$ cat config.mk
export PLATFORM = sky130hd
export DESIGN_NAME = blink_trigger
export DESIGN_NICKNAME = d
export VERILOG_FILES = /design/src/rtl/blink_pkg.sv /design/src/rtl/blink_phase_rule.sv /design/src/rtl/blink_rf_watch.sv /design/src/rtl/blink_latch.sv /design/src/rtl/blink_trigger.sv
export SDC_FILE = /design/constraint.sdc
export NUM_CORES = 1
export LEC_CHECK = 0
export ABC_AREA = 1
export BUFFER_PORTS_ARGS = -buffer_cell sky130_fd_sc_hd__buf_2
export CAP_MARGIN = 40
export CORE_ASPECT_RATIO = 0.75
export CORE_MARGIN = 5
export CORE_UTILIZATION = 62
export DETAILED_ROUTE_END_ITERATION = 10
export PLACE_DENSITY = 0.84
export SYNTH_ARGS = -nofsm -noshare
export SYNTH_HDL_FRONTEND = slang
export SYNTH_SLANG_ARGS = --single-unit
$ cat constraint.sdc
create_clock -name clk -period 12 [get_ports clk]
set_clock_uncertainty 0.05 [all_clocks]
set_input_delay 1.2 -clock clk [delete_from_list [all_inputs] [get_ports clk]]
set_output_delay 1.2 -clock clk [all_outputs]
set_load 0.005 [all_outputs]
$ cat src/rtl/blink_pkg.sv
package blink_pkg;

    localparam int NRULE = 4;

    typedef enum logic [1:0] {
        RULE_EPOCH = 2'd0,
        RULE_PULSE = 2'd1,
        RULE_RF    = 2'd2,
        RULE_STEP  = 2'd3
    } rule_e;

    typedef logic [NRULE-1:0] rule_vec_t;

    typedef enum logic [1:0] {
        PAT_STEADY = 2'd0,
        PAT_SLOW   = 2'd1,
        PAT_FAST   = 2'd2
    } pattern_e;

    typedef struct packed {
        logic      blink;
        pattern_e  pat;
        rule_vec_t cause;
    } blink_state_t;

    // Reserved code 2'b11 falls back to the first pattern.
    function automatic pattern_e pat_map(input logic [1:0] sel);
        case (sel)
            2'd1:    return PAT_SLOW;
            2'd2:    return PAT_FAST;
            default: return PAT_STEADY;
        endcase
    endfunction

endpackage

$ cat src/rtl/blink_phase_rule.sv
module blink_phase_rule #(
    parameter int SW     = 12,
    parameter int MAXLOG = 4,
    parameter int LW     = 3
) (
    input  logic                 clk,
    input  logic                 rst,
    input  logic                 valid,
    input  logic signed [SW-1:0] sample,
    input  logic        [LW-1:0] log2len,
    input  logic        [SW-1:0] tol,
    output logic                 fault
);
    localparam int AW = SW + MAXLOG;
    localparam int CW = MAXLOG + 1;

    logic signed [AW-1:0] acc_q;
    logic signed [AW-1:0] sum;
    logic signed [AW-1:0] avg;
    logic        [AW-1:0] mag;
    logic        [CW-1:0] cnt_q;
    logic        [CW-1:0] last;
    logic        [LW-1:0] k;
    logic                 fault_q;

    always_comb begin
        k    = (log2len > LW'(MAXLOG)) ? LW'(MAXLOG) : log2len;
        last = (CW'(1) << k) - CW'(1);
        sum  = acc_q + AW'(sample);
        avg  = sum >>> k;
        mag  = avg[AW-1] ? AW'(-avg) : AW'(avg);
    end

    always_ff @(posedge clk) begin
        if (rst) begin
            acc_q   <= '0;
            cnt_q   <= '0;
            fault_q <= 1'b0;
        end else if (valid) begin
            if (cnt_q >= last) begin
                acc_q   <= '0;
                cnt_q   <= '0;
                fault_q <= (mag > AW'(tol));
            end else begin
                acc_q <= sum;
                cnt_q <= cnt_q + CW'(1);
            end
        end
    end

    assign fault = fault_q;

    // the sample counter never runs past the window end
    a_r2_window_bound: assert property (@(posedge clk) disable iff (rst)
        cnt_q <= (CW'(1) << MAXLOG) - CW'(1));

    // the fault only changes on a window-closing sample
    a_r2_fault_on_window: assert property (@(posedge clk) disable iff (rst)
        !valid |=> $stable(fault_q));

endmodule

$ cat src/rtl/blink_rf_watch.sv
module blink_rf_watch #(
    parameter int TW = 16
) (
    input  logic          clk,
    input  logic          rst,
    input  logic          rf_seen,
    input  logic          tick,
    input  logic [TW-1:0] timeout,
    output logic          fault
);
    logic [TW-1:0] cnt_q;

    assign fault = (cnt_q >= timeout);

    always_ff @(posedge clk) begin
        if (rst) begin
            cnt_q <= '0;
        end else if (rf_seen) begin
            cnt_q <= '0;
        end else if (tick && !fault) begin
            cnt_q <= cnt_q + TW'(1);
        end
    end

    // a return strobe restarts the silence count
    a_r3_restart: assert property (@(posedge clk) disable iff (rst)
        rf_seen |=> (cnt_q == '0));

    // the count does not move without a tick
    a_r3_tick_only: assert property (@(posedge clk) disable iff (rst)
        (!tick && !rf_seen) |=> $stable(cnt_q));

endmodule

$ cat src/rtl/blink_latch.sv
module blink_latch
    import blink_pkg::*;
(
    input  logic         clk,
    input  logic         rst,
    input  rule_vec_t    active,
    input  logic         clear,
    input  logic [1:0]   pattern_sel,
    output blink_state_t state
);
    blink_state_t st_q;
    logic         trip;

    assign trip = |active;

    always_ff @(posedge clk) begin
        if (rst) begin
            st_q <= '0;
        end else if (!st_q.blink && trip) begin
            st_q.blink <= 1'b1;
            st_q.cause <= active;
            st_q.pat   <= pat_map(pattern_sel);
        end else if (st_q.blink && clear && !trip) begin
            st_q <= '0;
        end
    end

    assign state = st_q;

    // an active rule always leaves the block blinking next cycle
    a_r6_trip: assert property (@(posedge clk) disable iff (rst)
        trip |=> st_q.blink);

    // blink holds unless a clear arrives
    a_r7_hold: assert property (@(posedge clk) disable iff (rst)
        (st_q.blink && !clear) |=> st_q.blink);

    // cause is frozen while blinking
    a_r8_cause_frozen: assert property (@(posedge clk) disable iff (rst)
        st_q.blink |=> ($stable(st_q.cause) || !st_q.blink));

    // a blink always has a recorded cause
    a_r8_cause_present: assert property (@(posedge clk) disable iff (rst)
        st_q.blink |-> (st_q.cause != '0));

    // reserved pattern code never reaches the output
    a_r9_no_reserved: assert property (@(posedge clk) disable iff (rst)
        st_q.pat != 2'b11);

endmodule

$ cat src/rtl/blink_trigger.sv
module blink_trigger
    import blink_pkg::*;
#(
    parameter int SW     = 12,
    parameter int MAXLOG = 4,
    parameter int TW     = 16,
    localparam int LW    = $clog2(MAXLOG + 1)
) (
    input  logic                 clk,
    input  logic                 rst,
    input  logic [NRULE-1:0]     rule_en,
    input  logic                 epoch_valid,
    input  logic signed [SW-1:0] epoch_err,
    input  logic        [LW-1:0] epoch_log2len,
    input  logic        [SW-1:0] epoch_tol,
    input  logic                 pulse_valid,
    input  logic signed [SW-1:0] pulse_err,
    input  logic        [LW-1:0] pulse_log2len,
    input  logic        [SW-1:0] pulse_tol,
    input  logic                 rf_seen,
    input  logic                 tick,
    input  logic        [TW-1:0] rf_timeout,
    input  logic                 ref_step,
    input  logic        [1:0]    pattern_sel,
    input  logic                 clear,
    output logic                 blink,
    output logic        [1:0]    pattern,
    output logic  [NRULE-1:0]    cause
);
    localparam int NPH = 2;

    logic                 ph_valid [NPH];
    logic signed [SW-1:0] ph_err   [NPH];
    logic        [LW-1:0] ph_len   [NPH];
    logic        [SW-1:0] ph_tol   [NPH];
    logic        [NPH-1:0] ph_fault;
    logic                 rf_fault;
    rule_vec_t            raw;
    rule_vec_t            active;
    blink_state_t         st;

    always_comb begin
        ph_valid[0] = epoch_valid;
        ph_err[0]   = epoch_err;
        ph_len[0]   = epoch_log2len;
        ph_tol[0]   = epoch_tol;
        ph_valid[1] = pulse_valid;
        ph_err[1]   = pulse_err;
        ph_len[1]   = pulse_log2len;
        ph_tol[1]   = pulse_tol;
    end

    for (genvar g = 0; g < NPH; g++) begin : g_phase
        blink_phase_rule #(
            .SW(SW), .MAXLOG(MAXLOG), .LW(LW)
        ) i_rule (
            .clk     (clk),
            .rst     (rst),
            .valid   (ph_valid[g]),
            .sample  (ph_err[g]),
            .log2len (ph_len[g]),
            .tol     (ph_tol[g]),
            .fault   (ph_fault[g])
        );
    end

    blink_rf_watch #(.TW(TW)) i_rf (
        .clk     (clk),
        .rst     (rst),
        .rf_seen (rf_seen),
        .tick    (tick),
        .timeout (rf_timeout),
        .fault   (rf_fault)
    );

    always_comb begin
        raw             = '0;
        raw[RULE_EPOCH] = ph_fault[0];
        raw[RULE_PULSE] = ph_fault[1];
        raw[RULE_RF]    = rf_fault;
        raw[RULE_STEP]  = ref_step;
        active          = raw & rule_en;
    end

    blink_latch i_latch (
        .clk         (clk),
        .rst         (rst),
        .active      (active),
        .clear       (clear),
        .pattern_sel (pattern_sel),
        .state       (st)
    );

    assign blink   = st.blink;
    assign pattern = st.pat;
    assign cause   = st.cause;

    // a disabled rule never appears as a cause of a fresh trip
    a_r5_mask: assert property (@(posedge clk) disable iff (rst)
        $rose(blink) |-> ((cause & ~$past(rule_en)) == '0));

    // idle output shows the default pattern
    a_r9_idle_pattern: assert property (@(posedge clk) disable iff (rst)
        !blink |-> (pattern == 2'b00));

endmodule

==> results of run 1 <==
[sequential cells by signal, indices dropped and copies added, names as in the netlist]
name	flops
i_latch.state	7
g_phase.i_rule.acc_q	32
g_phase.i_rule.fault	2
i_rf.cnt_q	16
g_phase.i_rule.cnt_q	10
[layout make-up]
| cell class | instances | area, um2 |
|---|---|---|
| inverter | 227 | 855 |
| fill | 1157 | 3630 |
| tap | 166 | 208 |
| sequential | 67 | 1340 |
| clock inverter | 7 | 81.3 |
| timing repair buffer | 93 | 473 |
| multi-input combinational | 1001 | 5400 |
| clock buffer | 9 | 225 |
[power groups by stage]
stage          clock network (mW)  registers [mW]  logic, mW
6_report                    0.279           0.245      0.503
5_1_grt                     0.294           0.247      0.577
4_1_cts                     0.284           0.245      0.496
3_5_place_dp                    0           0.250      0.493
3_3_place_gp                    0           0.250      0.479
2_1_floorplan                   0           0.248      0.384
[per-layer routing]
metal,GRT usage,vias to the layer above
li1,-,4409
met1,0.409,3724
met2,0.427,330
met3,0.0800,11
met4,0.0480,0
met5,0,-
[kinds of logic after synthesis]
group | count (synthesis) | share of synthesized area
XOR/XNOR | 28 | 0.0319
AND/OR/NAND/NOR | 726 | 0.411
adder cells (fa/ha/maj) | 87 | 0.144
other | 1 | 0.000488
AO/OA/AOI/OAI | 158 | 0.116
flip-flops | 67 | 0.175
buffers and inverters | 247 | 0.122
[worst max-delay path, delay by kind of cell]
kind | cells | cell delay [ns]
xor gates and xnor gates | 1 | 0.15
adders and majority gates | 4 | 1.13
AOI/OAI and AO/OA | 4 | 0.56
buffers and inverters | 5 | 0.35
and+or+nand+nor | 14 | 1.50
[worst min-delay path by stage]
stage | start | end | slack, ns | depth (start not counted)
6_report | i_latch.state[0]$_SDFFE_PP0P_ | i_latch.state[0]$_SDFFE_PP0P_ | 0.41 | 2
5_1_grt | i_latch.state[0]$_SDFFE_PP0P_ | i_latch.state[0]$_SDFFE_PP0P_ | 0.43 | 2
4_1_cts | i_latch.state[0]$_SDFFE_PP0P_ | i_latch.state[0]$_SDFFE_PP0P_ | 0.41 | 2
3_5_place_dp | i_latch.state[0]$_SDFFE_PP0P_ | i_latch.state[0]$_SDFFE_PP0P_ | 0.40 | 2
3_3_place_gp | i_latch.state[4]$_SDFFE_PP0P_ | i_latch.state[4]$_SDFFE_PP0P_ | 0.40 | 2
2_1_floorplan | i_rf.cnt_q[15]$_SDFFE_PP0P_ | i_rf.cnt_q[15]$_SDFFE_PP0P_ | 0.39 | 2
[per-stage QoR]
stage	cells	area [um2]
finish	1570	8590
global route	1570	8590
CTS	1570	8590
detailed placement	1554	8280
global placement	1552	8260
floorplan	1315	7680
[cell usage in the layout, fill, tap and decap left out, types with 6 or more instances in the layout]
| cell | synthesis | routed |
|---|---|---|
| nor2_2 | 11 | 11 |
| xor2_1 | 21 | 21 |
| nand4_1 | 19 | 19 |
| nand2_2 | 13 | 13 |
| inv_2 | 15 | 15 |
| dfxtp_1 | 67 | 67 |
| a21oi_1 | 92 | 92 |
| xnor2_1 | 7 | 7 |
| nand2_1 | 360 | 360 |
| inv_1 | 210 | 210 |
| and2_1 | 6 | 6 |
| o21ai_0 | 31 | 31 |
| nor3_1 | 14 | 14 |
| nand3_1 | 174 | 174 |
| buf_2 | 5 | 90 |
| nor2_1 | 115 | 115 |
| clkbuf_16 | 0 | 9 |
| ha_1 | 85 | 85 |
==> impl_metrics.tcl, run 1 <==
set metrics [dict create \
    fin_crit_sh 0.396 \
    n_antenna_cell 0 \
    m1WireLength_mm 10.2 \
    dr.pass1.iters 6 \
    synth_ff_type "dfxtp_1" \
    path_class "primary input to flip-flop" \
    grt_max_degree 33 \
    nNetsFinal 1570 \
    grt_overflow 0 \
    die_area_um2 14700 \
    finalMaxSlewViolations 0 \
    power_density_nw_per_um2 120 \
    pin_count 91 \
    tightest_slew_ns 0.730 \
    slew-limit-headroom 0.512 \
    power_switching_share 0.433 \
    rsz0062_at_grt "no" \
    place_ws_ns 6.96 \
    fin_crit_ns 4.75 \
    ys_seq_elements 67 \
    hp-class "flip-flop to flip-flop" \
    cts_setup_buffers 0 \
    p_leak_nw 4.86 \
    max-cap-violations 0 \
    antenna_left 0 \
    cts_resized 0 \
    cts_tree "built" \
    async_flop_share 0 \
    fp.dieH_um 106 \
    ys_types 44 \
    slowest_stage "fa_1" \
    clock_path_buffers 2 \
    hold-worst-slack_ns 0.414 \
    synth_top_area_frac 0.176 \
    reg2reg_depth 27 \
    met2_length_mm 8.33 \
    ys_top_cells_by_area "nand2_1, dfxtp_1, ha_1, nand3_1, inv_1" \
    tns_ns 0 \
    core-area_um2 12200 \
    cp.arrival_ns 4.90 \
    cp_max_fo 4 \
    cp_slowest_stage_delay_ns 0.45 \
    p_int_mw 0.582 \
    status "finished clean" \
    critical_path.most_common_cell "nand2_1" \
    r2r_slack_ns 7.90 \
    ys_seq_area_frac 0.175 \
    clock-root-buffer "clkbuf_16" \
    fmax_ghz 0.211 \
    r2r-start "g_phase[0].i_rule.acc_q[0]$_SDFFE_PP0P_" \
    place_congestion 0.998 \
    yosysTopAreaCell "nand2_1" \
    grt_use_total 0.283 \
    vias_per_cell 5.40 \
    timing.rr.end "g_phase[0].i_rule.fault$_SDFFE_PP0P_" \
    p_seq_frac 0.239 \
    dp_hpwl_mm 16.9 \
    die_width_um 139 \
    crit_path_start "epoch_err[0]" \
    netlist_instances 1314 \
    clk_pin_slew_ns 0.06 \
    htreeDepth 3 \
    fin_util 0.703 \
    clk_latency_ns 0.34 \
    area_growth_pct 11.8 \
    grt_pass1_vias 7683 \
    endpoint_kind "flip-flop" \
    worstPathRequired_ns 12.16 \
    clkPwrFrac 0.272 \
    synth_common_cells "nand2_1, inv_1, nand3_1" \
    synth_most_common_cell "nand2_1" \
    cp-endpoint "g_phase[0].i_rule.fault$_SDFFE_PP0P_" \
    power_mw 1.03 \
    antenna_found_initial 0 \
    maxUsedRoutingLayer "met4" \
    combPwrFrac 0.489 \
    drt_iter0_drc 731 \
    routed_wl_mm 20.8 \
    ir_drop_mv 0.0789 \
    grt_pass1_wl_mm 35.2 \
    cts.sinks 67 \
    row_count 35 \
    cts_inserted_buffers 9 \
    start_util 0.629 \
    drc_errors 0 \
    wl_met3_mm 2.13 \
    wl_per_cell_um 13.3 \
    postCtsHoldBufs 0 \
    io_buffers 90 \
    finalSetupViolCount 0 \
    hold_violations 0 \
    startpoint_type "primary input" \
    final.setup.worst_slack_ns 7.25 \
    vias 8474 \
    synth_area_per_cell_um2 5.84 \
    yosys_warnings 0 \
    layout-drive-gt1-share 0.116 \
    syn_area_um2 7680 \
    switching_power_mw 0.445 \
    synth-edff-count 0 \
]
Power figures use the tool's default switching activity.
==> run 2: changes to the inputs <==
CORE_UTILIZATION = 55   (was 62)
PLACE_DENSITY = 0.79   (was 0.84)
clock period = 4.1 ns   (was 12 ns; I/O delays follow)
==> impl_metrics.tcl, run 2 (synthesis gave the netlist of run 1 again) <==
set metrics [dict create \
    place_congestion 0.943 \
    hp-class "primary input to flip-flop" \
    r2r_slack_ns 0.21 \
    cts.sinks 67 \
    grt_pass1_vias 7733 \
    io_buffers 90 \
    endpoint_kind "flip-flop" \
    dp_hpwl_mm 17.1 \
    tightest_slew_ns 0.689 \
    final_common_cell "nand2_1" \
    fin_crit_sh 0.950 \
    finalSetupViolCount 0 \
    power_density_nw_per_um2 349 \
    fin_util 0.665 \
    cp.arrival_ns 4.08 \
    dr.pass1.iters 6 \
    finalMaxSlewViolations 0 \
    path_class "flip-flop to flip-flop" \
    n_antenna_cell 0 \
    slowest_stage "fa_2" \
    die_width_um 146 \
    layout-drive-gt1-share 0.177 \
    placed_cells 1590 \
    core-area_um2 13700 \
    routed_wl_mm 21.3 \
    place_ws_ns -0.0901 \
    layout.cells.non_filler 1614 \
    critical_path.most_common_cell "nand2_2" \
    hold-worst-slack_ns 0.293 \
    drc_errors 0 \
    grt_pass1_wl_mm 35.4 \
    postCtsHoldBufs 0 \
    p_leak_nw 5.05 \
    die_area_um2 16500 \
    largest_reg_flops 32 \
    max-cap-violations 0 \
    grt_overflow 0 \
    cp-endpoint "g_phase[1].i_rule.fault$_SDFFE_PP0P_" \
    rsz0062_at_grt "yes" \
    timing.rr.end "g_phase[1].i_rule.fault$_SDFFE_PP0P_" \
    status "finished clean" \
    antenna_left 0 \
    fin_crit_ns 3.89 \
    pin_count 91 \
    reg2reg_depth 30 \
    clock-root-buffer "clkbuf_16" \
    slew-limit-headroom 0.540 \
    row_count 37 \
    vias_per_cell 5.31 \
    clk_latency_ns 0.34 \
    vias 8568 \
    ir_drop_mv 0.235 \
    largest_register "g_phase.i_rule.acc_q" \
    start_util 0.560 \
    clk_pin_slew_ns 0.07 \
    htreeDepth 3 \
    wl_per_cell_um 13.2 \
    area_growth_pct 18.7 \
    startpoint_type "flip-flop" \
    crit_path_start "g_phase[1].i_rule.acc_q[0]$_SDFFE_PP0P_" \
    n_fill_cell 1305 \
    cp_slowest_stage_delay_ns 0.41 \
    worstPathRequired_ns 4.29 \
    final_cell_mix "nand2_1, inv_1, nand3_1, nor2_1, a21oi_1" \
    power_mw 3.18 \
    reg_top3 "g_phase.i_rule.acc_q x32, i_rf.cnt_q x16, g_phase.i_rule.cnt_q x10" \
    nNetsFinal 1605 \
    grt_use_total 0.254 \
    grt_max_degree 33 \
    drt_iter0_drc 639 \
    final.setup.worst_slack_ns 0.206 \
    r2r-start "g_phase[1].i_rule.acc_q[0]$_SDFFE_PP0P_" \
    fp.dieH_um 112 \
    fmax_ghz 0.257 \
    antenna_found_initial 0 \
    hold_violations 0 \
    cts_inserted_buffers 9 \
    cp_max_fo 4 \
    clock_path_buffers 2 \
    cts_tree "built" \
]
-- run 2: cell types whose count changed in the layout (fill, tap and decap cells not counted), moves of 6 or more --
cell / previous run / this run
nand2_1: 360 / 346
inv_1: 210 / 204
inv_2: 15 / 21
ha_4: 0 / 6
ha_1: 85 / 77
nand3_2: 4 / 13
nand2_2: 13 / 26
nand3_1: 174 / 165
buf_4: 3 / 38
nor2_1: 115 / 109
-- run 2: worst min-delay path by stage --
| stage | endpoint | start | slack (ns) | cells after the start |
|---|---|---|---|---|
| after floorplan | i_rf.cnt_q[15]$_SDFFE_PP0P_ | i_rf.cnt_q[15]$_SDFFE_PP0P_ | 0.39 | 2 |
| after global placement | i_latch.state[2]$_SDFFE_PP0P_ | i_latch.state[2]$_SDFFE_PP0P_ | 0.40 | 2 |
| after detailed placement | i_latch.state[0]$_SDFFE_PP0P_ | i_latch.state[0]$_SDFFE_PP0P_ | 0.40 | 2 |
| after CTS | i_latch.state[5]$_SDFFE_PP0P_ | pattern_sel[1] | 0.28 | 3 |
| after global routing | i_latch.state[3]$_SDFFE_PP0P_ | ref_step | 0.30 | 3 |
| final | i_latch.state[5]$_SDFFE_PP0P_ | pattern_sel[1] | 0.29 | 3 |
-- run 2: cell type report --
| class | count | area (um2) | share of cell area |
|---|---|---|---|
| multi-input combinational | 1001 | 5660 | 0.620 |
| sequential | 67 | 1340 | 0.147 |
| inverter | 227 | 855 | 0.0937 |
| timing repair buffer | 128 | 736 | 0.0807 |
| clock buffer | 9 | 225 | 0.0247 |
| tap | 175 | 219 | 0.0240 |
| clock inverter | 7 | 83.8 | 0.00919 |
-- run 2: per-stage QoR --
| step | area, um2 | setup TNS, ns |
|---|---|---|
| 2_1_floorplan | 7680 | 0 |
| 3_3_place_gp | 8490 | -0.00546 |
| 3_5_place_dp | 8490 | -0.133 |
| 4_1_cts | 8800 | 0 |
| 5_1_grt | 9120 | -0.162 |
| 6_report | 9120 | 0 |
-- run 2: report_power, final --
| group | internal, mW | leakage [nW] | switching (mW) | total, mW |
|---|---|---|---|---|
| clock | 0.482 | 0.149 | 0.349 | 0.831 |
| combinational | 0.623 | 4.35 | 1.00 | 1.63 |
| sequential | 0.692 | 0.549 | 0.0287 | 0.721 |
-- run 2: timing repair --
item                       in CTS  in global routing
gates resized for setup         0                 69
setup buffers                   0                  8
setup endpoints to repair       0                  2
-- run 2: worst max-delay path, delay by kind of cell (launching register included) --
kind,cells,cell delay [ns]
AOI/OAI and AO/OA,4,0.36
xor gates and xnor gates,1,0.14
adders and majority gates,4,0.94
buffers and inverters,5,0.41
DFF,1,0.34
and+or+nand+nor,16,1.55
-- run 2: per-layer routing --
metal  track usage  vias to the layer above  part of all wire
met2         0.368                      294              0.40
met4        0.0451                        0            0.0097
li1              -                     4480                 -
met1         0.371                     3774              0.49
met5             0                        -                 0
met3        0.0819                       20              0.11
